## src/rtl/alu_pkg.sv

```systemverilog
package alu_pkg;

    typedef enum logic [4:0] {
        OP_ADD   = 5'd0,
        OP_ADDU  = 5'd1,
        OP_SUB   = 5'd2,
        OP_SUBU  = 5'd3,
        OP_ADDI  = 5'd4,
        OP_ADDIU = 5'd5,
        OP_AND   = 5'd6,
        OP_OR    = 5'd7,
        OP_XOR   = 5'd8,
        OP_NOR   = 5'd9,
        OP_ANDI  = 5'd10,
        OP_ORI   = 5'd11,
        OP_XORI  = 5'd12,
        OP_SLT   = 5'd13,
        OP_SLTU  = 5'd14,
        OP_SLTI  = 5'd15,
        OP_SLTIU = 5'd16,
        OP_LUI   = 5'd17,
        OP_SLL   = 5'd18,
        OP_SRL   = 5'd19,
        OP_SRA   = 5'd20,
        OP_SLLV  = 5'd21,
        OP_SRLV  = 5'd22,
        OP_SRAV  = 5'd23
    } alu_op_e;

    typedef enum logic [1:0] {
        EXT_SIGN  = 2'd0,
        EXT_ZERO  = 2'd1,
        EXT_UPPER = 2'd2
    } ext_mode_e;

    typedef enum logic [2:0] {
        GRP_NONE  = 3'd0,
        GRP_ARITH = 3'd1,
        GRP_LOGIC = 3'd2,
        GRP_SLT   = 3'd3,
        GRP_SLTU  = 3'd4,
        GRP_LUI   = 3'd5,
        GRP_SHIFT = 3'd6
    } grp_e;

    typedef enum logic [1:0] {
        LG_AND = 2'd0,
        LG_OR  = 2'd1,
        LG_XOR = 2'd2,
        LG_NOR = 2'd3
    } logic_e;

    typedef enum logic [1:0] {
        SH_LL = 2'd0,
        SH_RL = 2'd1,
        SH_RA = 2'd2
    } shift_e;

endpackage

```

## src/rtl/alu_imm_ext.sv

```systemverilog
module alu_imm_ext
    import alu_pkg::*;
#(
    parameter int XLEN  = 32,
    parameter int IMM_W = 16
) (
    input  logic [IMM_W-1:0] imm,
    input  ext_mode_e        mode,
    output logic [XLEN-1:0]  ext_out
);
    localparam int PAD = XLEN - IMM_W;

    always_comb begin
        unique case (mode)
            EXT_SIGN:  ext_out = {{PAD{imm[IMM_W-1]}}, imm};
            EXT_ZERO:  ext_out = {{PAD{1'b0}}, imm};
            EXT_UPPER: ext_out = {imm, {PAD{1'b0}}};
            default:   ext_out = '0;
        endcase
    end

    always_comb begin

        upper_low_zero_chk: assert (!(mode == EXT_UPPER) || ext_out[PAD-1:0] == '0)
            else $error("upper placement left low bits set");

        zero_ext_top_chk: assert (!(mode == EXT_ZERO) || ext_out[XLEN-1:IMM_W] == '0)
            else $error("zero extension left high bits set");
    end

endmodule

```

## src/rtl/alu_addsub.sv

```systemverilog
module alu_addsub #(
    parameter int XLEN = 32
) (
    input  logic [XLEN-1:0] a,
    input  logic [XLEN-1:0] b,
    input  logic            sub,
    output logic [XLEN-1:0] sum,
    output logic            ovf_raw,
    output logic            lt_s,
    output logic            lt_u
);
    localparam int MSB = XLEN - 1;

    logic [XLEN-1:0] b_eff;
    logic [XLEN:0]   full;

    always_comb begin
        b_eff   = sub ? ~b : b;
        full    = {1'b0, a} + {1'b0, b_eff} + {{XLEN{1'b0}}, sub};
        sum     = full[XLEN-1:0];
        ovf_raw = (a[MSB] == b_eff[MSB]) && (sum[MSB] != a[MSB]);
        lt_s    = sum[MSB] ^ ovf_raw;
        lt_u    = ~full[XLEN];
    end

    always_comb begin

        equal_not_less_chk: assert (!(sub && a == b) || (!lt_s && !lt_u))
            else $error("equal operands reported as less");
    end

endmodule

```

## src/rtl/alu_shifter.sv

```systemverilog
module alu_shifter
    import alu_pkg::*;
#(
    parameter int XLEN = 32,
    localparam int SH_W = $clog2(XLEN)
) (
    input  logic [XLEN-1:0] data,
    input  logic [SH_W-1:0] amt,
    input  shift_e          kind,
    output logic [XLEN-1:0] dout
);
    logic            left;
    logic            fill;
    logic [XLEN-1:0] data_rev;
    logic [XLEN-1:0] src;
    logic [XLEN-1:0] out_rev;
    logic [XLEN-1:0] stg [SH_W+1];

    assign left = (kind == SH_LL);
    assign fill = (kind == SH_RA) ? data[XLEN-1] : 1'b0;

    for (genvar i = 0; i < XLEN; i++) begin : g_rev
        assign data_rev[i] = data[XLEN-1-i];
        assign out_rev[i]  = stg[SH_W][XLEN-1-i];
    end

    assign src    = left ? data_rev : data;
    assign stg[0] = src;

    for (genvar k = 0; k < SH_W; k++) begin : g_stage
        localparam int D = 1 << k;
        assign stg[k+1] = amt[k] ? {{D{fill}}, stg[k][XLEN-1:D]} : stg[k];
    end

    assign dout = left ? out_rev : stg[SH_W];

    always_comb begin

        zero_dist_chk: assert (!(amt == '0) || dout == data)
            else $error("zero shift changed the value");
    end

endmodule

```

## src/rtl/alu_exec_unit.sv

```systemverilog
module alu_exec_unit
    import alu_pkg::*;
#(
    parameter int XLEN  = 32,
    parameter int IMM_W = 16,
    localparam int SH_W = $clog2(XLEN)
) (
    input  logic [4:0]       op_sel,
    input  logic [XLEN-1:0]  rs_val,
    input  logic [XLEN-1:0]  rt_val,
    input  logic [IMM_W-1:0] imm16,
    input  logic [SH_W-1:0]  shamt,
    output logic [XLEN-1:0]  result,
    output logic             ovf_trap,
    output logic             wr_en
);
    alu_op_e   op;
    grp_e      grp;
    ext_mode_e ext_mode;
    logic_e    lg_kind;
    shift_e    sh_kind;
    logic      use_imm;
    logic      do_sub;
    logic      trap_en;
    logic      var_sh;

    logic [XLEN-1:0] ext_val;
    logic [XLEN-1:0] b_opnd;
    logic [XLEN-1:0] sum;
    logic [XLEN-1:0] sh_out;
    logic [XLEN-1:0] lg_out;
    logic [SH_W-1:0] sh_amt;
    logic            ovf_raw;
    logic            lt_s;
    logic            lt_u;

    assign op = alu_op_e'(op_sel);

    // operation decode
    always_comb begin
        grp      = GRP_NONE;
        ext_mode = EXT_SIGN;
        lg_kind  = LG_AND;
        sh_kind  = SH_LL;
        use_imm  = 1'b0;
        do_sub   = 1'b0;
        trap_en  = 1'b0;
        var_sh   = 1'b0;
        unique case (op)
            OP_ADD:   begin grp = GRP_ARITH; trap_en = 1'b1; end
            OP_ADDU:  begin grp = GRP_ARITH; end
            OP_SUB:   begin grp = GRP_ARITH; do_sub = 1'b1; trap_en = 1'b1; end
            OP_SUBU:  begin grp = GRP_ARITH; do_sub = 1'b1; end
            OP_ADDI:  begin grp = GRP_ARITH; use_imm = 1'b1; trap_en = 1'b1; end
            OP_ADDIU: begin grp = GRP_ARITH; use_imm = 1'b1; end
            OP_AND:   begin grp = GRP_LOGIC; lg_kind = LG_AND; end
            OP_OR:    begin grp = GRP_LOGIC; lg_kind = LG_OR; end
            OP_XOR:   begin grp = GRP_LOGIC; lg_kind = LG_XOR; end
            OP_NOR:   begin grp = GRP_LOGIC; lg_kind = LG_NOR; end
            OP_ANDI:  begin grp = GRP_LOGIC; lg_kind = LG_AND; use_imm = 1'b1; ext_mode = EXT_ZERO; end
            OP_ORI:   begin grp = GRP_LOGIC; lg_kind = LG_OR;  use_imm = 1'b1; ext_mode = EXT_ZERO; end
            OP_XORI:  begin grp = GRP_LOGIC; lg_kind = LG_XOR; use_imm = 1'b1; ext_mode = EXT_ZERO; end
            OP_SLT:   begin grp = GRP_SLT;  do_sub = 1'b1; end
            OP_SLTU:  begin grp = GRP_SLTU; do_sub = 1'b1; end
            OP_SLTI:  begin grp = GRP_SLT;  do_sub = 1'b1; use_imm = 1'b1; end
            OP_SLTIU: begin grp = GRP_SLTU; do_sub = 1'b1; use_imm = 1'b1; end
            OP_LUI:   begin grp = GRP_LUI;  ext_mode = EXT_UPPER; end
            OP_SLL:   begin grp = GRP_SHIFT; sh_kind = SH_LL; end
            OP_SRL:   begin grp = GRP_SHIFT; sh_kind = SH_RL; end
            OP_SRA:   begin grp = GRP_SHIFT; sh_kind = SH_RA; end
            OP_SLLV:  begin grp = GRP_SHIFT; sh_kind = SH_LL; var_sh = 1'b1; end
            OP_SRLV:  begin grp = GRP_SHIFT; sh_kind = SH_RL; var_sh = 1'b1; end
            OP_SRAV:  begin grp = GRP_SHIFT; sh_kind = SH_RA; var_sh = 1'b1; end
            default:  begin grp = GRP_NONE; end
        endcase
    end

    alu_imm_ext #(.XLEN(XLEN), .IMM_W(IMM_W)) u_ext (
        .imm     (imm16),
        .mode    (ext_mode),
        .ext_out (ext_val)
    );

    assign b_opnd = use_imm ? ext_val : rt_val;

    alu_addsub #(.XLEN(XLEN)) u_addsub (
        .a       (rs_val),
        .b       (b_opnd),
        .sub     (do_sub),
        .sum     (sum),
        .ovf_raw (ovf_raw),
        .lt_s    (lt_s),
        .lt_u    (lt_u)
    );

    assign sh_amt = var_sh ? rs_val[SH_W-1:0] : shamt;

    alu_shifter #(.XLEN(XLEN)) u_shift (
        .data (rt_val),
        .amt  (sh_amt),
        .kind (sh_kind),
        .dout (sh_out)
    );

    always_comb begin
        unique case (lg_kind)
            LG_AND:  lg_out = rs_val & b_opnd;
            LG_OR:   lg_out = rs_val | b_opnd;
            LG_XOR:  lg_out = rs_val ^ b_opnd;
            LG_NOR:  lg_out = ~(rs_val | b_opnd);
            default: lg_out = '0;
        endcase
    end

    // result select and trap policy
    always_comb begin
        unique case (grp)
            GRP_ARITH: result = sum;
            GRP_LOGIC: result = lg_out;
            GRP_SLT:   result = {{(XLEN-1){1'b0}}, lt_s};
            GRP_SLTU:  result = {{(XLEN-1){1'b0}}, lt_u};
            GRP_LUI:   result = ext_val;
            GRP_SHIFT: result = sh_out;
            default:   result = '0;
        endcase
        ovf_trap = trap_en & ovf_raw;
        wr_en    = (grp != GRP_NONE) && !ovf_trap;
    end

    always_comb begin

        wren_ovf_chk: assert (!(ovf_trap && wr_en))
            else $error("write enabled during overflow trap");

        no_overflow_chk: assert (!(op_sel == 5'd1 || op_sel == 5'd3 || op_sel == 5'd5 ||
                                   op_sel > 5'd5) || !ovf_trap)
            else $error("trap raised by a non-trapping code");

        slt_bool_chk: assert (!(op_sel >= 5'd13 && op_sel <= 5'd16) || result[XLEN-1:1] == '0)
            else $error("compare result not 0 or 1");

        unused_quiet_chk: assert (!(op_sel > 5'd23) || (result == '0 && !wr_en && !ovf_trap))
            else $error("unused code produced activity");
    end

endmodule

```

## config.mk

```make
export PLATFORM = sky130hd
export DESIGN_NAME = alu_exec_unit
export DESIGN_NICKNAME = d
export VERILOG_FILES = /design/src/rtl/alu_pkg.sv /design/src/rtl/alu_imm_ext.sv /design/src/rtl/alu_addsub.sv /design/src/rtl/alu_shifter.sv /design/src/rtl/alu_exec_unit.sv
export SDC_FILE = /design/constraint.sdc
export NUM_CORES = 1
export LEC_CHECK = 0
export BUFFER_PORTS_ARGS = -buffer_cell sky130_fd_sc_hd__buf_2
export CAP_MARGIN = 40
export CORE_MARGIN = 3
export CORE_UTILIZATION = 35
export DETAILED_ROUTE_END_ITERATION = 6
export SLEW_MARGIN = 10
export SYNTH_ARGS = -nofsm -noshare
export SYNTH_HDL_FRONTEND = slang
export SYNTH_SLANG_ARGS = --single-unit
```

## constraint.sdc

```tcl
create_clock -name vclk -period 8.4
set_input_delay 2.1 -clock vclk [all_inputs]
set_output_delay 2.1 -clock vclk [all_outputs]
set_load 0.005 [all_outputs]
```

After elaboration in Yosys (flattened, before gate mapping)
Index checks and enable logic that the tools add are counted.

storage, ports and cells
  output and inout bits = 34
  word-level logic and storage cells = 91
  flip-flop bits (word level) = 0
  input bits = 90

operators by class
  mux-type cells = 22
  equality and inequality tests = 37
  bitwise logic cells = 8
  add/subtract/negate cells = 2
  reduce and logical (&&, ||, !) cells = 22

operator list
  kind                  count
  $mux W32              9
  $pmux W32 S6          1
  $pmux W32 S4          1
  $pmux W32 S3          1
  $not A32 Y32          2
  $eq A5 B4 Y1 const B  8
  $eq A5 B5 Y1 const B  8
  $add A32 B32 Y33      1
  $add A33 B1 Y33       1
  $and A32 B32 Y32      1
  $or A32 B32 Y32       1
  $xor A32 B32 Y32      1
  $eq A5 B3 Y1 const B  4
  $pmux W3 S6           1
  $reduce_or A6 Y1      3
  $reduce_or A7 Y1      2
  $reduce_or A2 Y1      6
  $eq A5 B2 Y1 const B  2
  $eq A3 B3 Y1 const B  3
  $reduce_or A3 Y1      3
  $eq A2 B2 Y1 const B  4
  $pmux W2 S2           2
  $eq A3 B2 Y1 const B  2
  $logic_not A2 Y1      3
  15 further kinds      21

Longest topological paths before layout
  word-level depth = 15
  depth in mapped cells = 20
  depth with buffers taken out = 17

Cells and area by module
A second synthesis with hierarchy kept.

second synthesis, totals
  cells, all modules = 1,092
  area, all modules = 8,434.3 µm²

by module, submodules not included
  module         seq. area each (µm²)  cells an instance  area each (µm²)  times used
  alu_exec_unit  0.0                   407                3,219.3          1
  alu_shifter    0.0                   353                2,791.4          1
  alu_addsub     0.0                   278                2,084.5          1
  alu_imm_ext    0.0                   54                 339.1            1

Worst setup path after synthesis
OpenSTA, ideal clock, no wires.

  path type = input to output
  start = input op_sel[3]
  end = output result[29]
  cell stages on the path = 18
  data required time = 6.300 ns
  setup slack = 0.450 ns
  buffers on the path = 4
  data arrival time = 5.850 ns
  path through = clkbuf_1 clkbuf_1 and3_1 a31oi_1 o21ai_1 clkbuf_1 xnor2_1 ha_1 clkbuf_1 a22o_1 nor3_1 a221o_1 o21bai_1 a21bo_2 o21a_1 o31ai_1 xnor2_1 o211ai_1

between the ends
  longest elaborated chain between the ends = 12
  elaborated cells on any way between the ends = 80
  classes of those cells = add/sub (2); eq/ne (35); mux (21); bitwise (5); reduce/logical (17)

RTL lines
  element                                                                    line                  RTL
  start: declaration                                                         alu_exec_unit.sv:8    input logic [4:0] op_sel,
  parallel branches: the longest is 11 deep, another holds $add A32 B32 Y33  n/a
  $pmux W32 S6 *                                                             alu_exec_unit.sv:117  unique case (grp)
  end: declaration                                                           alu_exec_unit.sv:13   output logic [XLEN-1:0] result,

Every way passes the cells marked *.

Worst setup path in the final report
  start = input op_sel[2]
  end = output result[26]

Same word-level chain as after synthesis.

==> flow_summary.ini <==
[synth]
netlist.area_leader.share_pct = 13.9
syn_area_um2 = 8640
synth_area_leaders = ha_1 (14%), nand2_1 (7.0%), o21ai_0 (5.9%)
synth_nets = 1469
synth_seq_area_share_pct = 0
ys_types = 91
syn_area_per_cell_um2 = 6.74
ys_warn_count = 0
synthCells = 1282
synth_area_leader_cell = ha_1

[grt]
grt.overflow.total = 0
grt_pass1_vias = 10400
grt_pass1_wl_mm = 66.4
grt_util_all_layers_pct = 32.5
grt_max_degree = 36
antenna_found_initial = 2

[cells_and_area]
multi_input_area_um2 = 8120
n_clock_buffer = 0
final_nets = 1664
nFlopsAndLatches = 0
area_delta_synth_final_pct = 24.0
fillers = 2469
ff_latch_area_um2 = 0
drive_above_1_share_pct = 26.4

[critical_path]
cp_max_fo = 14
crit_required_ns = 6.30
cp_top_family = compound AO/OA/AOI/OAI gates
crit_chain = buf_2 -> buf_4 -> nor2b_2 -> a2bb2oi_4 -> buf_4 -> o21a_2 -> buf_12 -> a21oi_2 -> xnor2_1 -> ha_1 -> a21oi_1 -> o21ai_0 -> a311o_1 -> o211ai_1 -> buf_4 -> nand2_1 -> a31o_2 -> a31oi_2 -> xor2_1 -> o221ai_2 -> buf_2
path_common_cell = buf_4
worstPathArrival_ns = 6.22
end_kind = primary output
cp-start-kind = primary input
crit_type = in2out
critPathBufInv = 6
cpPeakStageDelay_ns = 0.38
cp_slowest_cell = a311o_1

[floorplan]
rows = 56
die_area_um2 = 26600
core_um2 = 23900
die_w_um = 163
die_h_um = 163
start_util_pct = 36.2
ios = 124

[run]
drv_cap = 0

[timing]
layout_min_cycle_time_ns = 8.32
finalMaxSlewViolations = 0
slew_headroom_pct = 43.9
timing.final.setup_violations = 0
fin_ws_ns = 0.0772
hold_viol = 0
clock.fmax_ghz = 0.120
post-route-period-util_pct = 99.1
tightest_slew_ns = 0.833

[hold_path]
hold_start = imm16[10]
hp-class = in2out
hold_depth = 4
whs_endpoint = result[26]

[drt]
viasPerCell = 6.39
via_count = 11500
drt_iter0_drc = 1405
ant_nets = 0
routed_wl_mm = 45.4
drc = 0
dr.pass1.iters = 7
wire_per_inst_um = 25.3

[run_status]
outcome = finished, final reports clean

[placed_design]
port_buffers = 124
detailed_place_hpwl_mm = 36.3
gp_congestion = 1.06
dp_worst_setup_slack_ns = -0.280

[clock_network]
cts.hold.buffers_added = 0
per-layer routing:
layer | up-vias | global-route usage (%) | wire length [um]
li1 | 5191 | - | -
met1 | 5456 | 45.4 | 19100
met2 | 697 | 51.0 | 19700
met3 | 126 | 5.76 | 4820
met4 | 0 | 9.88 | 1810
met5 | - | 0 | 0
cells in the mapped netlist (9+ instances only):
cell type / number
ha_1: 96
o22ai_1: 11
a221o_1: 12
o211ai_1: 21
a31oi_1: 13
o21a_1: 9
a211oi_1: 23
o221ai_1: 9
nand3_1: 70
a21boi_0: 10
a21o_1: 21
nand4_1: 15
nand2_1: 162
a22oi_1: 16
nor2_1: 71
mux4_2: 20
nor3_1: 12
o21ai_0: 101
buf_2: 29
a21oi_1: 97
and3_1: 31
nand2b_1: 21
xnor2_1: 49
o21bai_1: 11
mux2i_1: 40
inv_1: 75
mux2_2: 13
a32oi_1: 10
clkbuf_1: 55
a211o_1: 10
and2_1: 10
how the worst max path moves through the flow:
stage,from,endpoint,cells after the start
4_1_cts,op_sel[3],result[26],20
3_3_place_gp,op_sel[1],result[0],23
6_report,op_sel[2],result[26],21
2_1_floorplan,op_sel[3],result[29],18
5_1_grt,op_sel[2],result[26],22
3_5_place_dp,op_sel[1],result[30],21
layout by cell type (no fill, tap or decap), types with 8 or more instances in the layout:
master and instances:
o21ai_0 98, a31oi_1 10, a21o_1 21, a221oi_1 8, a21boi_0 9, a221o_1 12, nand2_1 161, nor3_1 11
buf_2 124, nand2b_1 21, a22oi_1 16, nor2_1 71, mux2i_1 40, a211oi_1 21, buf_4 159, a21oi_2 13
a32oi_1 10, o21bai_1 11, xnor2_1 48, o221ai_1 8, nand4_1 15, o211ai_1 21, a21oi_1 84, ha_1 95
inv_1 75, o22ai_1 11, mux4_2 20, mux2_2 13, and2_1 10, a211o_1 9, nand3_1 70, and3_1 31
logic make-up after synthesis:
family          Yosys count  share of synthesized area [%]
simple gates            425                           23.7
fa+ha+maj                97                           14.1
compound gates          457                           36.0
buf+inv                 172                           8.47
mux                      75                           12.0
xor+xnor                 56                           5.68
area by class of cell:
type | instances | share of cell area, %
multi-input cells | 1110 | 75.7
repair buffers | 290 | 17.9
well taps | 319 | 3.73
inverters | 75 | 2.63
diodes | 1 | 0.0234
worst min-delay path, delay by kind of cell:
kind                   cells  cell delay, ns
AOI/OAI and AO/OA          2            0.21
buffers and inverters      2            0.26
per-stage QoR:
| stage | cells | util (%) | cell area [um2] | hold WS [ns] | TNS (ns) |
|---|---|---|---|---|---|
| floorplan | 1282 | - | 8640 | 4.35 | 0 |
| finish | 1795 | 44.8 | 10700 | 4.67 | 0 |
| CTS | 1791 | 44.2 | 10600 | 4.70 | -0.0180 |
| global placement | 1790 | 43.9 | 10500 | 4.69 | -1.37 |
| detailed placement | 1791 | 44.0 | 10500 | 4.70 | -1.44 |
| global route | 1795 | 44.8 | 10700 | 4.67 | -0.0104 |
what timing repair did:
action | 4_1_cts | 5_1_grt
pin swaps | 0 | 11
buffers inserted | 0 | 2
gates cloned | 0 | 1
gates resized for setup | 9 | 32
endpoints found under the setup margin | 12 | 20
